`config.mk`:
```
export PLATFORM = sky130hd
export DESIGN_NAME = bidir_strobe_port
export DESIGN_NICKNAME = d
export VERILOG_FILES = /design/src/rtl/bsp_pkg.sv /design/src/rtl/bsp_rx.sv /design/src/rtl/bsp_tx.sv /design/src/rtl/bsp_irq.sv /design/src/rtl/bidir_strobe_port.sv
export SDC_FILE = /design/constraint.sdc
export NUM_CORES = 1
export LEC_CHECK = 0
export ABC_AREA = 1
export BUFFER_PORTS_ARGS = -buffer_cell sky130_fd_sc_hd__buf_2
export CAP_MARGIN = 5
export CORE_AREA = 10 10 55 57
export CTS_CLUSTER_DIAMETER = 60
export DETAILED_ROUTE_END_ITERATION = 10
export DIE_AREA = 0 0 65 67
export GPL_TIMING_DRIVEN = 0
export PLACE_DENSITY = 0.78
export SKIP_LAST_GASP = 1
export SLEW_MARGIN = 40
export SYNTH_ARGS = -nofsm -noshare
export SYNTH_HDL_FRONTEND = slang
export SYNTH_SLANG_ARGS = --single-unit
```
`constraint.sdc`:
```
create_clock -name clk -period 1.6 [get_ports clk]
set_clock_uncertainty 0.2 [all_clocks]
set_input_delay 0.08 -clock clk [delete_from_list [all_inputs] [get_ports clk]]
set_output_delay 0.08 -clock clk [all_outputs]
set_load 0.005 [all_outputs]
```
`src/rtl/bsp_pkg.sv`:
```
// Shared types and helpers for the bidirectional strobed bus port.
// Assumes all strobes are already synchronous to the block clock.
package bsp_pkg;

    // Number of control lines the port borrows (positions 3 to 7).
    localparam int CTL_LINES = 5;

    // Single-bit set/clear command aimed at a control-line position.
    typedef struct packed {
        logic       en;
        logic [2:0] sel;
        logic       val;
    } bsr_cmd_t;

    // True when an active-low strobe ends: low last edge, high now.
    function automatic logic strobe_end(input logic prev_n, input logic cur_n);
        return !prev_n && cur_n;
    endfunction

endpackage

```
`src/rtl/bsp_rx.sv`:
```
// Inbound side: the input latch and the input-full flag.
// The latch loads at every edge while the strobe is low.
// The flag clears when a CPU read ends; a strobe at that edge wins.
module bsp_rx #(
    parameter int W = 8
) (
    input  logic         clk,
    input  logic         rst_n,
    input  logic         stb_n,
    input  logic         rd_n,
    input  logic [W-1:0] pa_in,
    output logic [W-1:0] data_q,
    output logic         ibf
);
    import bsp_pkg::*;

    logic rd_q;
    logic rd_end;

    // Previous read strobe level, used to find the end of a read.
    always_ff @(posedge clk) begin
        if (!rst_n) rd_q <= 1'b1;
        else        rd_q <= rd_n;
    end

    assign rd_end = strobe_end(rd_q, rd_n);

    // Input latch: follows the bus while the strobe is low.
    always_ff @(posedge clk) begin
        if (!rst_n)      data_q <= '0;
        else if (!stb_n) data_q <= pa_in;
    end

    // Input-full flag: set by the strobe, cleared by the end of a read.
    always_ff @(posedge clk) begin
        if (!rst_n)      ibf <= 1'b0;
        else if (!stb_n) ibf <= 1'b1;
        else if (rd_end) ibf <= 1'b0;
    end

    // A strobe loads the bus value and marks the latch full.
    assert_load_R2: assert property (@(posedge clk) disable iff (!rst_n)
        !stb_n |=> (ibf && data_q == $past(pa_in)));

    // With the strobe high the latch holds.
    assert_hold_R2: assert property (@(posedge clk) disable iff (!rst_n)
        stb_n |=> $stable(data_q));

    // The end of a read with no strobe empties the latch.
    assert_clear_R3: assert property (@(posedge clk) disable iff (!rst_n)
        (!rd_q && rd_n && stb_n) |=> !ibf);

endmodule

```
`src/rtl/bsp_tx.sv`:
```
// Outbound side: the output latch, the active-low output-full flag
// and the bus driver enable. The driver is on only while the
// acknowledge is low. When a write ends in the same edge as an
// acknowledge, the write wins.
module bsp_tx #(
    parameter int W = 8
) (
    input  logic         clk,
    input  logic         rst_n,
    input  logic         wr_n,
    input  logic [W-1:0] wdata,
    input  logic         ack_n,
    output logic [W-1:0] data_q,
    output logic         obf_n,
    output logic         oe
);
    import bsp_pkg::*;

    logic wr_q;
    logic wr_end;

    // Previous write strobe level, used to find the end of a write.
    always_ff @(posedge clk) begin
        if (!rst_n) wr_q <= 1'b1;
        else        wr_q <= wr_n;
    end

    assign wr_end = strobe_end(wr_q, wr_n);

    // Output latch: loads CPU data while the write strobe is low.
    always_ff @(posedge clk) begin
        if (!rst_n)     data_q <= '0;
        else if (!wr_n) data_q <= wdata;
    end

    // Output-full flag: asserted by the end of a write, released by acknowledge.
    always_ff @(posedge clk) begin
        if (!rst_n)      obf_n <= 1'b1;
        else if (wr_end) obf_n <= 1'b0;
        else if (!ack_n) obf_n <= 1'b1;
    end

    // Bus driver enable: on only while the peripheral acknowledges.
    assign oe = !ack_n;

    // Write data reaches the latch one edge later.
    assert_capture_R4: assert property (@(posedge clk) disable iff (!rst_n)
        !wr_n |=> data_q == $past(wdata));

    // The end of a write marks the latch full, even under acknowledge.
    assert_full_R4: assert property (@(posedge clk) disable iff (!rst_n)
        (!wr_q && wr_n) |=> !obf_n);

    // Acknowledge with no write ending releases the flag.
    assert_ack_R5: assert property (@(posedge clk) disable iff (!rst_n)
        (!ack_n && !(!wr_q && wr_n)) |=> obf_n);

endmodule

```
`src/rtl/bsp_irq.sv`:
```
// Interrupt enables and the combined interrupt request.
// Each enable is written by a set/clear command at its own
// control-line position. The request merges the inbound and the
// outbound service conditions.
module bsp_irq
    import bsp_pkg::*;
#(
    parameter int IN_BIT  = 4,
    parameter int OUT_BIT = 6
) (
    input  logic     clk,
    input  logic     rst_n,
    input  bsr_cmd_t cmd,
    input  logic     stb_n,
    input  logic     ibf,
    input  logic     ack_n,
    input  logic     obf_n,
    output logic     inte_in,
    output logic     inte_out,
    output logic     intr
);
    localparam logic [2:0] IN_SEL  = 3'(IN_BIT);
    localparam logic [2:0] OUT_SEL = 3'(OUT_BIT);

    logic in_req;
    logic out_req;

    // Enable bits: updated only by commands aimed at their positions.
    always_ff @(posedge clk) begin
        if (!rst_n) begin
            inte_in  <= 1'b0;
            inte_out <= 1'b0;
        end else if (cmd.en) begin
            if (cmd.sel == IN_SEL)  inte_in  <= cmd.val;
            if (cmd.sel == OUT_SEL) inte_out <= cmd.val;
        end
    end

    // Service conditions for each direction, merged on one line.
    always_comb begin
        in_req  = stb_n && ibf && inte_in;
        out_req = ack_n && obf_n && inte_out;
        intr    = in_req || out_req;
    end

    // A command at the input position writes the input enable.
    assert_in_sel_R7: assert property (@(posedge clk) disable iff (!rst_n)
        (cmd.en && cmd.sel == IN_SEL) |=> inte_in == $past(cmd.val));

    // A command at the output position writes the output enable.
    assert_out_sel_R7: assert property (@(posedge clk) disable iff (!rst_n)
        (cmd.en && cmd.sel == OUT_SEL) |=> inte_out == $past(cmd.val));

    // Commands at other positions leave both enables alone.
    assert_other_sel_R7: assert property (@(posedge clk) disable iff (!rst_n)
        !(cmd.en && (cmd.sel == IN_SEL || cmd.sel == OUT_SEL))
            |=> ($stable(inte_in) && $stable(inte_out)));

    // With both enables clear no request is raised.
    assert_quiet_R8: assert property (@(posedge clk) disable iff (!rst_n)
        (!inte_in && !inte_out) |-> !intr);

endmodule

```
`src/rtl/bidir_strobe_port.sv`:
```
// Bidirectional strobed bus port: one shared bus with separate
// inbound and outbound latches, two handshakes and a combined
// interrupt. It assumes the CPU strobes are already decoded for
// this port and that every input is synchronous to clk.
module bidir_strobe_port #(
    parameter int W       = 8,
    parameter int IN_BIT  = 4,
    parameter int OUT_BIT = 6
) (
    input  logic         clk,
    input  logic         rst_n,
    input  logic         cpu_rd_n,
    input  logic         cpu_wr_n,
    input  logic [W-1:0] cpu_wdata,
    output logic [W-1:0] cpu_rdata,
    input  logic         bsr_en,
    input  logic [2:0]   bsr_sel,
    input  logic         bsr_val,
    input  logic         stb_n,
    input  logic         ack_n,
    input  logic [W-1:0] pa_in,
    output logic [W-1:0] pa_out,
    output logic         pa_oe,
    output logic         ibf,
    output logic         obf_n,
    output logic         intr,
    output logic         inte_in,
    output logic         inte_out,
    output logic [4:0]   ctl_view
);
    import bsp_pkg::*;

    bsr_cmd_t cmd;
    logic [CTL_LINES-1:0] ctl_bus;

    // Bundle the set/clear command fields.
    assign cmd = '{en: bsr_en, sel: bsr_sel, val: bsr_val};

    bsp_rx #(.W(W)) u_rx (
        .clk    (clk),
        .rst_n  (rst_n),
        .stb_n  (stb_n),
        .rd_n   (cpu_rd_n),
        .pa_in  (pa_in),
        .data_q (cpu_rdata),
        .ibf    (ibf)
    );

    bsp_tx #(.W(W)) u_tx (
        .clk    (clk),
        .rst_n  (rst_n),
        .wr_n   (cpu_wr_n),
        .wdata  (cpu_wdata),
        .ack_n  (ack_n),
        .data_q (pa_out),
        .obf_n  (obf_n),
        .oe     (pa_oe)
    );

    bsp_irq #(.IN_BIT(IN_BIT), .OUT_BIT(OUT_BIT)) u_irq (
        .clk      (clk),
        .rst_n    (rst_n),
        .cmd      (cmd),
        .stb_n    (stb_n),
        .ibf      (ibf),
        .ack_n    (ack_n),
        .obf_n    (obf_n),
        .inte_in  (inte_in),
        .inte_out (inte_out),
        .intr     (intr)
    );

    // Control lines in position order 3 to 7.
    assign ctl_bus  = {obf_n, ack_n, ibf, stb_n, intr};
    assign ctl_view = ctl_bus;

    // The output flag only falls after a write strobe.
    assert_obf_origin_R4: assert property (@(posedge clk) disable iff (!rst_n)
        $fell(obf_n) |-> $past(cpu_wr_n));

    // The input flag only rises after a strobe.
    assert_ibf_origin_R2: assert property (@(posedge clk) disable iff (!rst_n)
        $rose(ibf) |-> $past(!stb_n));

endmodule

```
==> results.md, run 1 <==
* Run status: finished with violations
* Failing checks: hold timing
* Synthesized Nets at 133
* Critical path data required time at ~1700 ps
* Util after Layout at roughly 82%
* Slowest cell on the critical path: dlygate4sd3_1
* Core ar. at just under 2000 sq um
* Initial Utilization at a little over two fifths
* Share of cells above drive strength 1 at approximately 33%
* Vias in the first global route at between 1000 and 1500
* Final setup fails at 0
* Worst-path clk slew at roughly 120 ps
* Post-Syn Instances at roughly 110
* Post-layout minimum cycle time at ~1600 ps
* Total Nets Final at 235
* Largest net degree at the start of global routing at 12
* Boundary Pins at 54
* Mapped cell area at roughly 820 sq um
* Final Max Tran Viols at 0
* CP Max Fanout at 2
* Worst path depth at 6
* # clock sinks at 22
* Avg WL per Cell at 13.8 um
* Root buffer cell: clkbuf_4
* Crit Path Class: input pin to flop
* Die width at between 60 and 70 um
* First-pass GRT wire length at about 5300 um
* Most used DFF post-synth: dfxtp_1
* WP buf/inv at 4
* DR vias/cell at between 4 and 5
* Most common cell on crit path: dlygate4sd3_1
* Sequential share of the synthesized area at a little over half
* Final hold violation count at 1
* Initial antenna violation count at 1
* Synthesis-to-finish area growth at 94.2%
* Post-synth top cells: 36 x nor2_1, 22 x dfxtp_1, 14 x o21ai_0
* RSZ-0062 raised after global routing: no
* Fmax at between 600 and 700 MHz
* Post-synth EDFFs at 0
* Yosys top cell by area: dfxtp_1
* Critical path launch point type: input pin
* GR Overflow Total at 0
* Worst setup EP type: flop
* Port buffer count at 53
* GP Congestion at approximately 0.76
* Synth top area share at 53.6%
* Synth cell types at 13
* R2R depth at 3
* VDD IR-drop max at roughly 640 uV
* WP data arrival at around 1600 ps
* Die height at 67 um
* Synth top area cells: dfxtp_1 54%, nor2_1 16%, o21ai_0 8.5%
* Clock buffer depth at 2
* Ys Warns at 0
* Max cap viols at 0
* Skew-Pair Late Insertion Delay at a little under 300 ps
* Hold_ws at -14.0 ps
* Setup TNS at 0 ps
* Total GRT Usage at 15.0%
* Routed vias at approximately 1100
* Total Wirelength at between 3000 and 4000 um
* DR pass1 iterations at 4
* Die area at 4360 sq um
* Drc violations at 0
* Post-synth ARST share at 0%
* Std-Cell Rows at 16
* Cell family with the largest share of critical-path delay: buffers and inverters
* Max stage delay on crit path at 560 ps
* Critical Path, Cell by Cell: dlygate4sd3_1, buf_2, inv_1, o21ai_0, a21boi_0, dlygate4sd3_1
* Leak Pwr at slightly above 0.8 nW
* CTS tree: done
* Fin crit share at a little over nine tenths
* Register bit count reported by yosys at 22
* Top-count cell post-synth: nor2_1
* Detailed Place HPWL at between 1500 and 2000 um
* Hold path depth at 6
* Worst-Margin Slew at 264 ps
* Cts bufs inserted at 3
* H-Tree Depth at 1
* DRT iter0 DRCs at 27
* Post-DRT Antenna Nets at 0
* Slew HR at 82.4%
* PwrDens at 695 nW/um^2
* HP Class: input pin to flop
* Synthesized area per cell at between 7 and 8 sq um
[final cells by class]
| cell class | instances | area [sq um] |
|---|---|---|
| Timing Repair Buffer | 97 | 708 |
| Sequential cell | 22 | 440 |
| Fill cell | 135 | 345 |
| Multi-Input combinational cell | 68 | 304 |
| Buffer | 8 | 55.1 |
| Tap cell | 27 | 33.8 |
| Inverter | 8 | 30.0 |
| Clock buffer | 3 | 22.5 |
| Antenna cell | 1 | 2.50 |
[cell usage in the layout, fill, tap and decap left out, drive strengths merged]
master,n
dfxtp,22
buf,61
clkbuf,3
a21oi,2
diode,1
nor2,36
inv,8
o21ai,17
dlygate4sd3,43
nand3,4
o22ai,1
dlymetal6s4s,1
a21boi,1
nand2,7
[cell families after synthesis]
| kind of cell | Yosys count | share of synthesized area [%] |
|---|---|---|
| simple gates | 47 | 22.1 |
| buf+inv | 16 | 10.3 |
| compound gates | 21 | 14.0 |
| flops | 22 | 53.6 |
[where the power goes]
group	internal, mW	leakage (nW)	switching [mW]
clock	0.0876	0.0138	0.156
combinational	0.161	0.633	0.106
sequential	0.583	0.183	0.0174
[final timing paths]
check | start | end | slack [ps]
setup / recovery | cpu_rd_n | u_rx.ibf | 30
hold reg to reg | u_tx.data_q[2] | u_tx.data_q[2] | 300
setup reg to reg | u_rx.ibf | u_rx.ibf | 140
hold / removal | bsr_sel[2] | u_irq.inte_in | -10
[flip-flops by register name, summed over array words and instances, names as in the netlist]
name            flops
u_irq.inte_in       1
u_irq.inte_out      1
u_rx.data_q         8
u_rx.ibf            1
u_rx.rd_q           1
u_tx.data_q         8
u_tx.obf_n          1
u_tx.wr_q           1
[routing by layer]
layer,global-route usage (%),up-vias,part of all wire (%)
met3,6.02,2,8.7
met1,13.7,483,37
met5,0,-,0
met4,5.88,0,0.93
met2,28.9,40,53
li1,-,534,-
[worst min-delay path, cell delays in order]
cell     delay, ps
buf_2          100
inv_1           40
nor2_1          50
nand3_1         60
nand2_1         50
nor2_1          70
[per-stage QoR]
| stage | instances | setup WS, ps | cell area, sq um | power (mW) | hold slack [ps] |
|---|---|---|---|---|---|
| 2_1_floorplan | 106 | 670 | 822 | 0.687 | -26.8 |
| 3_3_place_gp | 186 | 588 | 1120 | 0.770 | 65.2 |
| 3_5_place_dp | 186 | 570 | 1120 | 0.778 | 77.2 |
| 4_1_cts | 235 | 6.41 | 1600 | 1.10 | 0.869 |
| 5_1_grt | 234 | 5.75 | 1600 | 1.18 | 4.95 |
| 6_report | 234 | 28.4 | 1600 | 1.11 | -14.0 |
[what timing repair did]
action                                 4_1_cts  5_1_grt
resized for setup                            0        3
hold buffers                                46        1
buffers inserted                             0        0
setup endpoints to repair                    0        3
endpoints found under the hold margin       22        1
(Power assumes the default switching activity.)
==> run 2: changes to the inputs <==
Settings changed: CORE_AREA 10 10 55 57 to 10 10 59 61, DIE_AREA 0 0 65 67 to 0 0 69 71, PLACE_DENSITY 0.78 to 0.7, SLEW_MARGIN 40 to 0.
Clock period 1.6 ns to 1.3 ns, I/O delays scaled along.
==> run 2 against run 1 <==
Against the previous run: the run now ends clean; sequential power grew 23%; combinational power rose by 4%; sequential share of layout area increased by 2.2 points; design area is 6.3% lower; power up 37%; routed wire length fell by 13%; register-to-register slack gained 80 ps; global-route usage fell by 4.0 points; largest power group unchanged; highest routed layer unchanged.
==> results.md, run 2 (synthesis results as in run 1) <==
* Initial antenna violation count at 0
* Max stage delay on crit path at 340 ps
* Setup TNS at 0 ps
* GP Congestion at ~0.86
* Slowest cell on the critical path: dfxtp_2
* Clock buffer depth at 2
* Vias in the first global route at ~1000
* Slew HR at about four fifths
* Switching Share at a little over a fifth
* Initial Utilization at about a third
* RSZ-0062 raised after global routing: no
* PwrDens at 1020 nW/um^2
* Most common cell after layout, fill and taps aside: buf_2
* Die height at just over 70 um
* Final hold violation count at 0
* Core ar. at approximately 2400 sq um
* Critical path launch point type: flop
* Comb power frac at about 18%
* Biggest regs: u_rx.data_q x8, u_tx.data_q x8
* Final Max Tran Viols at 0
* Clock power frac at approximately 33%
* Antenna diode count at 0
* Worst-Margin Slew at around 310 ps
* Most frequent cells in the layout: 53 x buf_2, 36 x nor2_1, 27 x dlygate4sd3_1
* DR vias/cell at 4.32
* Drc violations at 0
* H-Tree Depth at 1
* DRT iter0 DRCs at 24
* Detailed Place HPWL at 1920 um
* Fillers at approximately 220
* Worst-path clk slew at 120 ps
* Worst setup EP type: output pin
* Root buffer cell: clkbuf_4
* Share of cells above drive strength 1 at between 30% and 40%
* Total power at around 1.5 mW
* Routed vias at between 900 and 1000
* Port buffer count at between 50 and 60
* Post-DRT Antenna Nets at 0
* CP Max Fanout at 3
* Skew-Pair Late Insertion Delay at about 300 ps
* Cts bufs inserted at 3
* Die width at 69 um
* Run status: finished clean
* CTS tree: done
* Std-Cell Rows at 18
* Area taken by multi-input logic gates at just over 300 sq um
* Reg area at roughly 450 sq um
* Final setup fails at 0
* Total Nets Final at 220
* DR pass1 iterations at 4
* Pre-CTS WS at approximately 260 ps
* Total Wirelength at ~2800 um
* Avg WL per Cell at roughly 13 um
* CP Launch Point: u_tx.obf_n
* Critical Path, Cell by Cell: buf_6, buf_4, buf_2
* Critical path data required time at around 1000 ps
* Share of power burned in registers at roughly 50%
* P_int at approximately 1.2 mW
* Util after Layout at about 63%
* Synthesis-to-finish area growth at 82.0%
* # clock sinks at 22
* VDD IR-drop max at 1100 uV
* Fin crit share at between 90% and 100%
* WP data arrival at about 980 ps
* Total GRT Usage at a little over a tenth
* Leak Pwr at slightly below 0.8 nW
* Post-layout minimum cycle time at roughly 1200 ps
* First-pass GRT wire length at 4560 um
* Boundary Pins at 54
* Max cap viols at 0
* Crit Path Class: flop to output pin
* Fmax at ~800 MHz
* Sw Pwr at 0.331 mW
* HP Class: input pin to flop
* Setup slack after layout at about 54 ps
* GR Overflow Total at 0
* R2R Path Start: u_tx.obf_n
* Die area at 4900 sq um
* Largest net degree at the start of global routing at 14
* HP Start: stb_n
## run 2: through the flow
step	area, sq um	std cells	hold slack [ps]
after floorplan	822	106	-41.8
after global placement	1120	189	53.2
after detailed placement	1120	189	56.3
after CTS	1490	223	49.2
after global routing	1500	222	53.7
final	1500	222	49.9
## run 2: final timing paths
kind	end	slack, ps	cells past startpoint
max	ctl_view[4]	50	3
min	u_rx.data_q[2]	50	4
max reg2reg	u_tx.obf_n	220	4
min reg2reg	u_tx.obf_n	260	2
## run 2: power by group through the flow
stage               Clock (mW)  Combinational [mW]  Sequential [mW]
finish                   0.506               0.277            0.740
detailed placement           0               0.204            0.754
global route             0.543               0.309            0.747
floorplan                    0              0.0872            0.758
global placement             0               0.198            0.751
CTS                      0.522               0.275            0.739
## run 2: worst max-delay path, delay by kind of cell, from the launching register on
kind,cells,cell delay [ps]
buffers and inverters,3,350
DFF,1,340
## run 2: final cells by class
class | instances | area share, %
well taps | 30 | 2.51
repair buffers | 83 | 38.4
multi-input cells | 68 | 20.7
plain buffers | 7 | 3.18
clock buffers | 3 | 1.51
inverters | 8 | 2.01
clock inverters | 1 | 2.01
flip-flops and latches | 22 | 29.8
## run 2: timing repair
item / 4_1_cts / 5_1_grt
pin swaps: 1 / 2
gates resized for setup: 6 / 4
hold buffers: 27 / 0
setup endpoints to repair: 1 / 3
hold endpoints to repair: 22 / 0
buffers inserted: 3 / 1
## run 2: routing by layer
| layer | GRT usage, % | part of all wire (%) | vias to the layer above |
|---|---|---|---|
| met5 | 0 | 0 | - |
| met2 | 20.6 | 52 | 34 |
| met1 | 11.0 | 40 | 420 |
| li1 | - | - | 502 |
| met4 | 4.70 | 1.2 | 0 |
| met3 | 3.21 | 6.4 | 2 |
==> run 3: changes to the inputs <==
Settings changed: ABC_AREA 1 to default, CORE_AREA 10 10 59 61 to 2 2 52 54, DIE_AREA 0 0 69 71 to 0 0 54 56.
==> run 3 against run 2 <==
Against the previous run: the run now ends with hold timing left; non-clock buffer count down 2; clock-buffer cell count unchanged; sequential power down 1%.
==> results.md, run 3 <==
* VDD IR-drop max at 579 uV
* H-Tree Depth at 1
* Vias in the first global route at between 800 and 900
* Critical path launch point type: flop
* Total Wirelength at ~2300 um
* Synthesis-to-finish area growth at 70.8%
* Util after Layout at roughly three fifths
* HP Class: input pin to flop
* WP data arrival at 1000 ps
* DR pass1 iterations at 4
* Final instance area at between 1000 and 1500 sq um
* Avg WL per Cell at between 10 and 15 um
* Root buffer cell: clkbuf_4
* Mapped cell area at a little under 900 sq um
* Fmax at around 790 MHz
* Worst-Margin Slew at between 150 and 200 ps
* Worst-path clk slew at roughly 120 ps
* Cts bufs inserted at 3
* Post-CTS Hold Fix Bufs at 25
* GR Util met1 at between 10% and 20%
* CTS tree: done
* Most used DFF post-synth: dfxtp_1
* Fin crit share at around 98%
* PwrDens at between 800 and 900 nW/um^2
* Port buffer count at roughly 50
* Initial Utilization at 35.9%
* Most crowded layer after global routing: met2
* Worst setup EP type: output pin
* Failing checks: hold timing
* Antenna diode count at 0
* First-pass GRT wire length at between 3000 and 4000 um
* Total power at approximately 1.3 mW
* Slew HR at just under 90%
* Top-count cell post-synth: dfxtp_1
* Post-DRT Antenna Nets at 0
* Synthesized Nets at 109
* Total GRT Usage at 14.7%
* Die height at between 50 and 60 um
* Register bit count reported by yosys at 22
* Skew-Pair Late Insertion Delay at about 290 ps
* Biggest regs: u_rx.data_q x8, u_tx.data_q x8
* Final Max Tran Viols at 0
* DRT iter0 DRCs at 3
* Detailed Place HPWL at around 1500 um
* CP Max Fanout at 3
* Post-layout minimum cycle time at between 1000 and 1500 ps
* Run status: finished with violations
* Yosys top cell by area: dfxtp_1
* Final setup fails at 0
* Total Nets Final at around 190
* Synthesized area per cell at 10.7 sq um
* GP Congestion at between 0.8 and 0.9
* Post-synth ARST share at 0%
* Routed vias at 867
* Die area at a little over 3000 sq um
* Ys Warns at 0
* Max cap viols at 0
* Most common cell after layout, fill and taps aside: buf_2
* Sequential share of the synthesized area at around half
* Final hold violation count at 9
* Clock buffer depth at 2
* Fillers at ~200
* Placed Area at approximately 1200 sq um
* Post-Syn Instances at 82
* DR vias/cell at 4.47
* Area taken by multi-input logic gates at about 360 sq um
* Synth top area cells: dfxtp_1 50%, mux2i_1 18%, nor2b_1 11%
* Global Route met3 Usage at between 2 and 3%
* Drc violations at 0
* Most frequent cells in the layout: 50 x buf_2, 25 x dlygate4sd3_1, 18 x dfxtp_1
* RSZ-0062 raised after global routing: yes
* Post-synth top cells: 22 x dfxtp_1, 16 x mux2i_1, 16 x nor2b_1
* Std-Cell Rows at 18
* Core ar. at around 2400 sq um
* Synth top area share at between 50% and 60%
* GR Overflow Total at 0
* Critical path data required time at a little over 1000 ps
* Reg area at ~450 sq um
* Leak Pwr at around 0.75 nW
* Share of cells above drive strength 1 at 45.1%
* # clock sinks at 22
* Post-synth EDFFs at 0
* Setup TNS at 0 ps
* Routing usage on met2 at about 29%
* Die width at 54 um
* Hold_ws at -168 ps
* Largest net degree at the start of global routing at 12
* Synth cell types at 17
* Crit Path Class: flop to output pin
* Boundary Pins at between 50 and 60
* Initial antenna violation count at 0
run 3: changes by cell type in the layout (fill, tap and decap cells not counted), moves of 3 or more:
cell,previous run,this run
nor2_1,36,0
mux2i_1,0,16
nor2b_1,0,16
o21ai_0,14,2
inv_1,7,2
buf_2,53,50
o21ai_1,3,0
run 3: power breakdown:
group | internal, mW | switching (mW) | total [mW]
Combinational | 0.168 | 0.0953 | 0.263
Clock | 0.108 | 0.190 | 0.297
Sequential | 0.712 | 0.0177 | 0.730
Total | 0.988 | 0.303 | 1.29
run 3: final timing paths:
path                            slack [ps]  startpoint          end  cells past startpoint
worst max-delay path                    30  u_tx.obf_n  ctl_view[4]                      3
worst min-delay path                  -170       stb_n     u_rx.ibf                      2
worst max register to register         340    u_rx.ibf     u_rx.ibf                      3
worst min register to register         280   u_tx.wr_q   u_tx.obf_n                      2
run 3: layer usage:
metal | up-vias | wire [um]
li1 | 431 | -
met1 | 388 | 895
met2 | 44 | 1170
met3 | 4 | 168
met4 | 0 | 46
met5 | - | 0
run 3: area by class of cell:
cell class                      instances  area share [%]
Sequential cell                        22            29.9
Inverter                                3           0.755
Multi-Input combinational cell         48            24.2
Tap cell                               30            2.52
Clock buffer                            3            1.51
Timing Repair Buffer                   80            36.7
Buffer                                  8            4.36
run 3: what timing repair did:
item,4_1_cts,5_1_grt
endpoints found under the setup margin,1,2
endpoints found under the hold margin,22,9
setup buffers,4,0
pin swaps,1,2
gates resized for setup,5,4
run 3: cells by family (layout without fill, tap and decap cells):
logic type	after synthesis	in the layout	synth area share (%)
AO/OA/AOI/OAI	6	6	4.44
multiplexers	16	16	18.3
buffers and inverters	12	94	9.60
AND/OR/NAND/NOR	26	26	17.2
flip-flops	22	22	50.4
run 3: critical path: stages, from the launching register on:
cell and delay, ps:
dfxtp_2 350, buf_4 130, buf_4 120, buf_6 100
run 3: metrics by stage:
step,std cells,setup WS [ps],hold slack (ps)
floorplan,82,405,-35.4
global placement,163,297,60.1
detailed placement,163,291,62.8
CTS,195,7.03,-167
global route,194,-4.79,-156
finish,194,31.5,-168
